--- src/rtl/regx_pkg.sv ---
package regx_pkg;
    localparam int ACC_W   = 32;
    localparam int IDX_W   = 18;
    localparam int NUM_IDX = 3;
    localparam int CODE_W  = 8;
    localparam int DBL_W   = 2 * ACC_W;
    localparam int XSEL_W  = (NUM_IDX > 1) ? $clog2(NUM_IDX) : 1;
    localparam int PAIR_W  = 2 * CODE_W;

    localparam logic [CODE_W-1:0] CODE_A = CODE_W'(8'h01);
    localparam logic [CODE_W-1:0] CODE_B = CODE_W'(8'h02);
    localparam logic [CODE_W-1:0] CODE_D = CODE_W'(8'h03);

    localparam logic [1:0] CC_TOP  = 2'd1;
    localparam logic [1:0] CC_ZERO = 2'd2;
    localparam logic [1:0] CC_REST = 2'd3;

    typedef enum logic [1:0] {RK_A, RK_B, RK_D, RK_X} rkind_e;

    typedef logic [DBL_W-1:0] rval_t;

    typedef struct packed {
        logic [ACC_W-1:0]                a;
        logic [ACC_W-1:0]                b;
        logic [NUM_IDX-1:0][IDX_W-1:0]   x;
        logic [1:0]                      cond;
        logic                            ovf;
        logic                            err;
    } rf_state_t;
endpackage

--- src/rtl/regx_decode.sv ---
module regx_decode
    import regx_pkg::*;
(
    input  logic [CODE_W-1:0] code_i,
    output logic              ok_o,
    output rkind_e            kind_o,
    output logic [XSEL_W-1:0] xsel_o
);
    always_comb begin
        ok_o   = 1'b0;
        kind_o = RK_A;
        xsel_o = '0;
        if (code_i == CODE_A) begin
            ok_o   = 1'b1;
            kind_o = RK_A;
        end else if (code_i == CODE_B) begin
            ok_o   = 1'b1;
            kind_o = RK_B;
        end else if (code_i == CODE_D) begin
            ok_o   = 1'b1;
            kind_o = RK_D;
        end
        for (int i = 0; i < NUM_IDX; i++) begin
            if (code_i == {1'b1, (CODE_W-1)'(i + 1)}) begin
                ok_o   = 1'b1;
                kind_o = RK_X;
                xsel_o = XSEL_W'(i);
            end
        end
    end
endmodule

--- src/rtl/regx_negate.sv ---
module regx_negate
    import regx_pkg::*;
(
    input  rval_t  val_i,
    input  rkind_e kind_i,
    output rval_t  neg_o,
    output logic   ovf_o
);
    rval_t mask;
    rval_t minv;

    always_comb begin
        case (kind_i)
            RK_X: begin
                mask = rval_t'({IDX_W{1'b1}});
                minv = rval_t'(1) << (IDX_W - 1);
            end
            RK_D: begin
                mask = '1;
                minv = rval_t'(1) << (DBL_W - 1);
            end
            default: begin
                mask = rval_t'({ACC_W{1'b1}});
                minv = rval_t'(1) << (ACC_W - 1);
            end
        endcase
        neg_o = (~val_i + rval_t'(1)) & mask;
        ovf_o = (val_i == minv);
    end
endmodule

--- src/rtl/regx_unit.sv ---
module regx_unit
    import regx_pkg::*;
(
    input  logic                     clk,
    input  logic                     rst_n,
    input  logic                     exec_i,
    input  logic [PAIR_W-1:0]        pair_i,
    input  logic [1:0]               mode_i,
    input  logic                     cc_en_i,
    input  logic                     load_i,
    input  logic [CODE_W-1:0]        load_code_i,
    input  logic [DBL_W-1:0]         load_data_i,
    output logic [ACC_W-1:0]         acc_a_o,
    output logic [ACC_W-1:0]         acc_b_o,
    output logic [NUM_IDX*IDX_W-1:0] idx_o,
    output logic [1:0]               cond_o,
    output logic                     ovf_o,
    output logic                     err_o
);
    localparam int NUM_PORTS = 3;  // source, destination, load

    rf_state_t st_q, st_d;

    logic [NUM_PORTS-1:0][CODE_W-1:0] code_w;
    logic [NUM_PORTS-1:0]             ok_w;
    rkind_e                           kind_w [NUM_PORTS];
    logic [XSEL_W-1:0]                xsel_w [NUM_PORTS];

    assign code_w[0] = pair_i[PAIR_W-1:CODE_W];
    assign code_w[1] = pair_i[CODE_W-1:0];
    assign code_w[2] = load_code_i;

    for (genvar g = 0; g < NUM_PORTS; g++) begin : g_dec
        regx_decode u_dec (
            .code_i (code_w[g]),
            .ok_o   (ok_w[g]),
            .kind_o (kind_w[g]),
            .xsel_o (xsel_w[g])
        );
    end

    function automatic rval_t rd(input rf_state_t s, input rkind_e k,
                                 input logic [XSEL_W-1:0] xs);
        case (k)
            RK_A:    return rval_t'(s.a);
            RK_B:    return rval_t'(s.b);
            RK_D:    return {s.a, s.b};
            default: return rval_t'(s.x[xs]);
        endcase
    endfunction

    function automatic rf_state_t wr(input rf_state_t s, input rkind_e kd,
                                     input logic [XSEL_W-1:0] xs,
                                     input rkind_e ksrc, input rval_t v);
        rf_state_t r = s;
        case (kd)
            RK_A: begin
                if (ksrc == RK_X) r.a[IDX_W-1:0] = v[IDX_W-1:0];
                else              r.a = v[ACC_W-1:0];
            end
            RK_B: begin
                if (ksrc == RK_X) r.b[IDX_W-1:0] = v[IDX_W-1:0];
                else              r.b = v[ACC_W-1:0];
            end
            RK_D:    {r.a, r.b} = v;
            default: r.x[xs] = v[IDX_W-1:0];
        endcase
        return r;
    endfunction

    function automatic logic [1:0] cc_of(input rval_t v, input rkind_e k);
        logic top;
        case (k)
            RK_X:    top = v[IDX_W-1];
            RK_D:    top = v[DBL_W-1];
            default: top = v[ACC_W-1];
        endcase
        if (top)            return CC_TOP;
        else if (v == '0)   return CC_ZERO;
        else                return CC_REST;
    endfunction

    rval_t src_val, dst_val, neg_val, moved;
    logic  neg_ovf, d_misuse, self_swap, legal;

    assign src_val = rd(st_q, kind_w[0], xsel_w[0]);
    assign dst_val = rd(st_q, kind_w[1], xsel_w[1]);

    regx_negate u_neg (
        .val_i  (src_val),
        .kind_i (kind_w[0]),
        .neg_o  (neg_val),
        .ovf_o  (neg_ovf)
    );

    assign moved     = mode_i[1] ? neg_val : src_val;
    assign d_misuse  = ((kind_w[0] == RK_D) || (kind_w[1] == RK_D)) && (code_w[0] != code_w[1]);
    assign self_swap = (mode_i == 2'b01) && (code_w[0] == code_w[1]);
    assign legal     = ok_w[0] && ok_w[1] && !d_misuse && !self_swap;

    always_comb begin
        st_d = st_q;
        if (load_i) begin
            if (ok_w[2]) st_d = wr(st_d, kind_w[2], xsel_w[2], RK_D, load_data_i);
        end else if (exec_i) begin
            st_d.err = !legal;
            st_d.ovf = 1'b0;
            if (legal) begin
                if (mode_i[0]) st_d = wr(st_d, kind_w[0], xsel_w[0], kind_w[1], dst_val);
                st_d = wr(st_d, kind_w[1], xsel_w[1], kind_w[0], moved);
                st_d.ovf = mode_i[1] & neg_ovf;
                if (cc_en_i) st_d.cond = cc_of(rd(st_d, kind_w[1], xsel_w[1]), kind_w[1]);
            end
        end
    end

    always_ff @(posedge clk or negedge rst_n) begin
        if (!rst_n) st_q <= '0;
        else        st_q <= st_d;
    end

    assign acc_a_o = st_q.a;
    assign acc_b_o = st_q.b;
    assign idx_o   = st_q.x;
    assign cond_o  = st_q.cond;
    assign ovf_o   = st_q.ovf;
    assign err_o   = st_q.err;


    err_hold_chk: assert property (@(posedge clk) disable iff (!rst_n)
        exec_i && !load_i && !legal |=> err_o && !ovf_o && $stable(acc_a_o)
            && $stable(acc_b_o) && $stable(idx_o) && $stable(cond_o));


    idle_chk: assert property (@(posedge clk) disable iff (!rst_n)
        !exec_i && !load_i |=> $stable(acc_a_o) && $stable(acc_b_o)
            && $stable(idx_o) && $stable(cond_o) && $stable(ovf_o) && $stable(err_o));


    no_overflow_chk: assert property (@(posedge clk) disable iff (!rst_n)
        exec_i && !load_i && !mode_i[1] |=> !ovf_o);


    cond_hold_chk: assert property (@(posedge clk) disable iff (!rst_n)
        exec_i && !load_i && !cc_en_i |=> $stable(cond_o));


    load_flags_chk: assert property (@(posedge clk) disable iff (!rst_n)
        load_i |=> $stable(cond_o) && $stable(ovf_o) && $stable(err_o));


    copy_src_chk: assert property (@(posedge clk) disable iff (!rst_n)
        exec_i && !load_i && legal && (mode_i == 2'b00) && (kind_w[0] == RK_A)
            && (kind_w[1] != RK_A) |=> $stable(acc_a_o));
endmodule

--- config.mk ---
export PLATFORM = sky130hd
export DESIGN_NAME = regx_unit
export DESIGN_NICKNAME = d
export VERILOG_FILES = /design/src/rtl/regx_pkg.sv /design/src/rtl/regx_decode.sv /design/src/rtl/regx_negate.sv /design/src/rtl/regx_unit.sv
export SDC_FILE = /design/constraint.sdc
export NUM_CORES = 1
export LEC_CHECK = 0
export BUFFER_PORTS_ARGS = -buffer_cell sky130_fd_sc_hd__buf_4
export CAP_MARGIN = 20
export CORE_ASPECT_RATIO = 1.2
export CORE_MARGIN = 2
export CORE_UTILIZATION = 40
export DETAILED_ROUTE_END_ITERATION = 6
export PLACE_DENSITY = 0.58
export SKIP_LAST_GASP = 1
export SLEW_MARGIN = 5
export SYNTH_ARGS = -nofsm -noshare
export SYNTH_HDL_FRONTEND = slang
export SYNTH_SLANG_ARGS = --single-unit
--- constraint.sdc ---
create_clock -name clk -period 14.68 [get_ports clk]
set_input_delay 0.734 -clock clk [delete_from_list [all_inputs] [get_ports clk]]
set_output_delay 0.734 -clock clk [all_outputs]
set_load 0.05 [all_outputs]
==> impl_metrics.tcl <==
set metrics [dict create \
    outcome "finished, violations left" \
    violations "DRC" \
    ys.flop_type "dfrtp_1" \
    syn_nets 2175 \
    ys_ff_latch 122 \
    syn_inst 2067 \
    dr.pass1.iters 7 \
    dp_slack_ns 5.93 \
    ioPinCount 217 \
    area_growth_pct 17.8 \
    dp_cells 2601 \
    worst_pin_slew_ns 1.22 \
    clk_latency_ns 0.48 \
    peakVddDrop_uv 86.3 \
    timing.slew.headroom_pct 18.4 \
    fin_setup_tns_ns 0 \
    cts_sinks 122 \
    synthesis.area_um2 14300 \
    total_leakage_power_nw 6.72 \
    start_util_pct 40.8 \
    core_area_um2 35100 \
    reg2reg_slack_ns 8.37 \
    grt_overflow 0 \
    post_cts_buffers 0 \
    fin_nets 2274 \
    critPathKind "input port to flop" \
    holdWs_ns 0.357 \
    place_area_um2 16200 \
    end_kind "flop" \
    max_freq_mhz 116 \
    synth_edf_count 0 \
    rows 75 \
    final_antenna_net_count 0 \
    cts_max_level 4 \
    path_clk_slew_ns 0.08 \
    grt_pass1_wl_mm 125 \
    gp_congestion 1.09 \
    ctsHoldBuffers 0 \
    final_layout_size_suffix_gt1_share_pct 16.9 \
    die_h_um 211 \
    final-setup-viol-count 0 \
    drt-total-wl_mm 86.6 \
    cts_tree "done" \
    hold_violations 0 \
    slowest_delay_ns 0.84 \
    cts_resized 0 \
    post-route-period-util_pct 58.7 \
    maxSlewViolCount 0 \
    fin_cells 2642 \
    cp_cell_sequence "buf_4 -> or3_4 -> or3_1 -> a21oi_1 -> ha_2 -> buf_4 -> inv_1 -> a32oi_1 -> nand4_1 -> a2111oi_1 -> nand4_1 -> nor4b_1 -> mux2_1 -> a211oi_1 -> nand2b_1 -> or4_1 -> or4_1 -> or4_1 -> a2111oi_2 -> nor2_1" \
    routed_via_density 7.14 \
    async_flop_share_pct 100 \
    start_kind "input port" \
    post-route-min-period_ns 8.62 \
    dp_hpwl_mm 63.1 \
    slowest_stage "a2111oi_1" \
    crit_top_cell "or4_1" \
    critPathLaunch "pair_i[11]" \
    worst-r2r-cell-count 19 \
    ctsRootBufferMaster "clkbuf_16" \
    crit_arrival_ns 8.97 \
    rsz0062_at_grt "false" \
    via_count 18865 \
    cp.required_ns 15.03 \
    track_usage_pct 46.3 \
    synth_seq_area_share_pct 21.3 \
    endpoint "cond_o[0]" \
    drc_errors 3 \
    fp.dieW_um 177 \
    grt_pass1_vias 17710 \
    syn_area_per_cell_um2 6.93 \
    layout_commonest_cell "nand2_1" \
    fin_skew_ns 0.0210 \
    mostFrequentLayoutCells "nand2_1, buf_4, o21ai_0" \
    cts_buffers 17 \
    fin_util_pct 48.1 \
    worstPathMaxFanout 53 \
    drt_iter0_drc 2778 \
    power.total_mw 1.58 \
    min_path_type "input port to asynchronous set/reset pin" \
    io_buffers 216 \
    wl_per_cell_um 32.8 \
    powerDensity_nw_per_um2 93.5 \
    ys_warn_count 0 \
    timing.final.ws_setup_ns 6.06 \
    maxCapViolations 0 \
    cts_buffer_depth 2 \
    grt_max_degree 87 \
    antenna_found_initial 5 \
    timing.rr.start "acc_a_o[0]" \
    ys_types 87 \
    design_area_um2 16900 \
    r2r-end "cond_o[0]" \
    n_fill_cell 3651 \
    dieArea_um2 37300 \
]
==> state kept, by name (all words and copies together), names as in the netlist <==
register	cells
acc_a_o	32
ovf_o	1
acc_b_o	32
err_o	1
idx_o	54
cond_o	2
==> cell families (layout without fill, tap and decap cells) <==
family	count (synthesis)	after routing	share of synthesized area, %
xor gates and xnor gates	51	51	3.12
buffers and inverters	227	339	6.29
and+or+nand+nor	729	729	23.5
adders and majority gates	13	13	1.14
other	0	1	0
AOI/OAI and AO/OA	838	838	38.4
muxes	87	87	6.26
DFF	122	122	21.3
==> critical path: cells and delay by family <==
kind,cells,cell delay (ns)
simple gates,10,3.80
fa+ha+maj,1,0.25
compound gates,5,2.46
mux,1,0.36
buf+inv,3,1.32
==> cells in the mapped netlist, types with 6 or more instances <==
cell type  count  share of area (%)
a211o_1        8               0.49
a211oi_1      32                1.7
a21o_1        12               0.63
a21oi_1      197                6.9
a221o_1       15                1.0
a221oi_1      27                1.7
a222oi_1      13               0.91
a22o_1        25                1.5
a22oi_1       65                3.4
a31o_2         6               0.37
a31oi_1       30                1.3
a32o_1         7               0.49
a32oi_1       11               0.67
a41oi_1        6               0.37
and2_1        23                1.0
and3_1        15               0.66
buf_1         19               0.50
buf_2          8               0.28
clkbuf_1     173                4.5
dfrtp_1      122                 21
ha_1          13                1.1
inv_1         19               0.50
mux2_2        19                1.5
mux2i_1       67                4.7
nand2_1      317                8.3
nand2b_1      12               0.52
nand3_1       40                1.4
nand4_1       29                1.3
nor2_1       159                4.2
nor3_1        40                1.4
nor4_1        18               0.79
o211ai_1      14               0.73
o21a_1        11               0.58
o21ai_0      228                8.0
o21ai_1        8               0.28
o221ai_1       9               0.55
o22ai_1       29                1.3
o31ai_1       18               0.94
o32a_1        15                1.0
o41ai_1        7               0.43
or2_2          7               0.31
or3_1         20               0.87
or4_1         19                1.0
xnor2_1       37                2.3
xor2_1        14               0.86
==> routing by layer <==
| layer | share of wire [%] | up-vias | global-route usage [%] |
|---|---|---|---|
| met5 | 0.053 | - | 0 |
| met4 | 10 | 6 | 40.2 |
| met3 | 10 | 445 | 14.1 |
| met2 | 44 | 1462 | 70.6 |
| met1 | 35 | 8940 | 52.4 |
| li1 | - | 8012 | - |
==> power by group <==
part	internal [mW]	total, mW	switching, mW
Combinational	0.220	0.728	0.508
Clock	0.238	0.434	0.196
Sequential	0.359	0.416	0.0577
==> final cells by class <==
type                            count  area (µm²)  area share, %
Clock inverter                     13         120          0.712
Inverter                           21        78.8          0.467
Sequential cell                   122        3050           18.1
Antenna cell                        1        2.50         0.0148
Timing Repair Buffer              286        2190           13.0
Clock buffer                       19         443           2.63
Multi-Input combinational cell   1718       10400           61.7
Tap cell                          462         578           3.43
==> worst min path at each step <==
stage,to,cells past startpoint,slack (ns)
finish,acc_b_o[28],1,0.36
floorplan,acc_a_o[0],0,0.44
detailed placement,cond_o[1],2,0.50
CTS,acc_b_o[28],1,0.38
global placement,cond_o[1],2,0.50
global route,acc_b_o[28],1,0.41
Power figures use the tool's default switching activity.
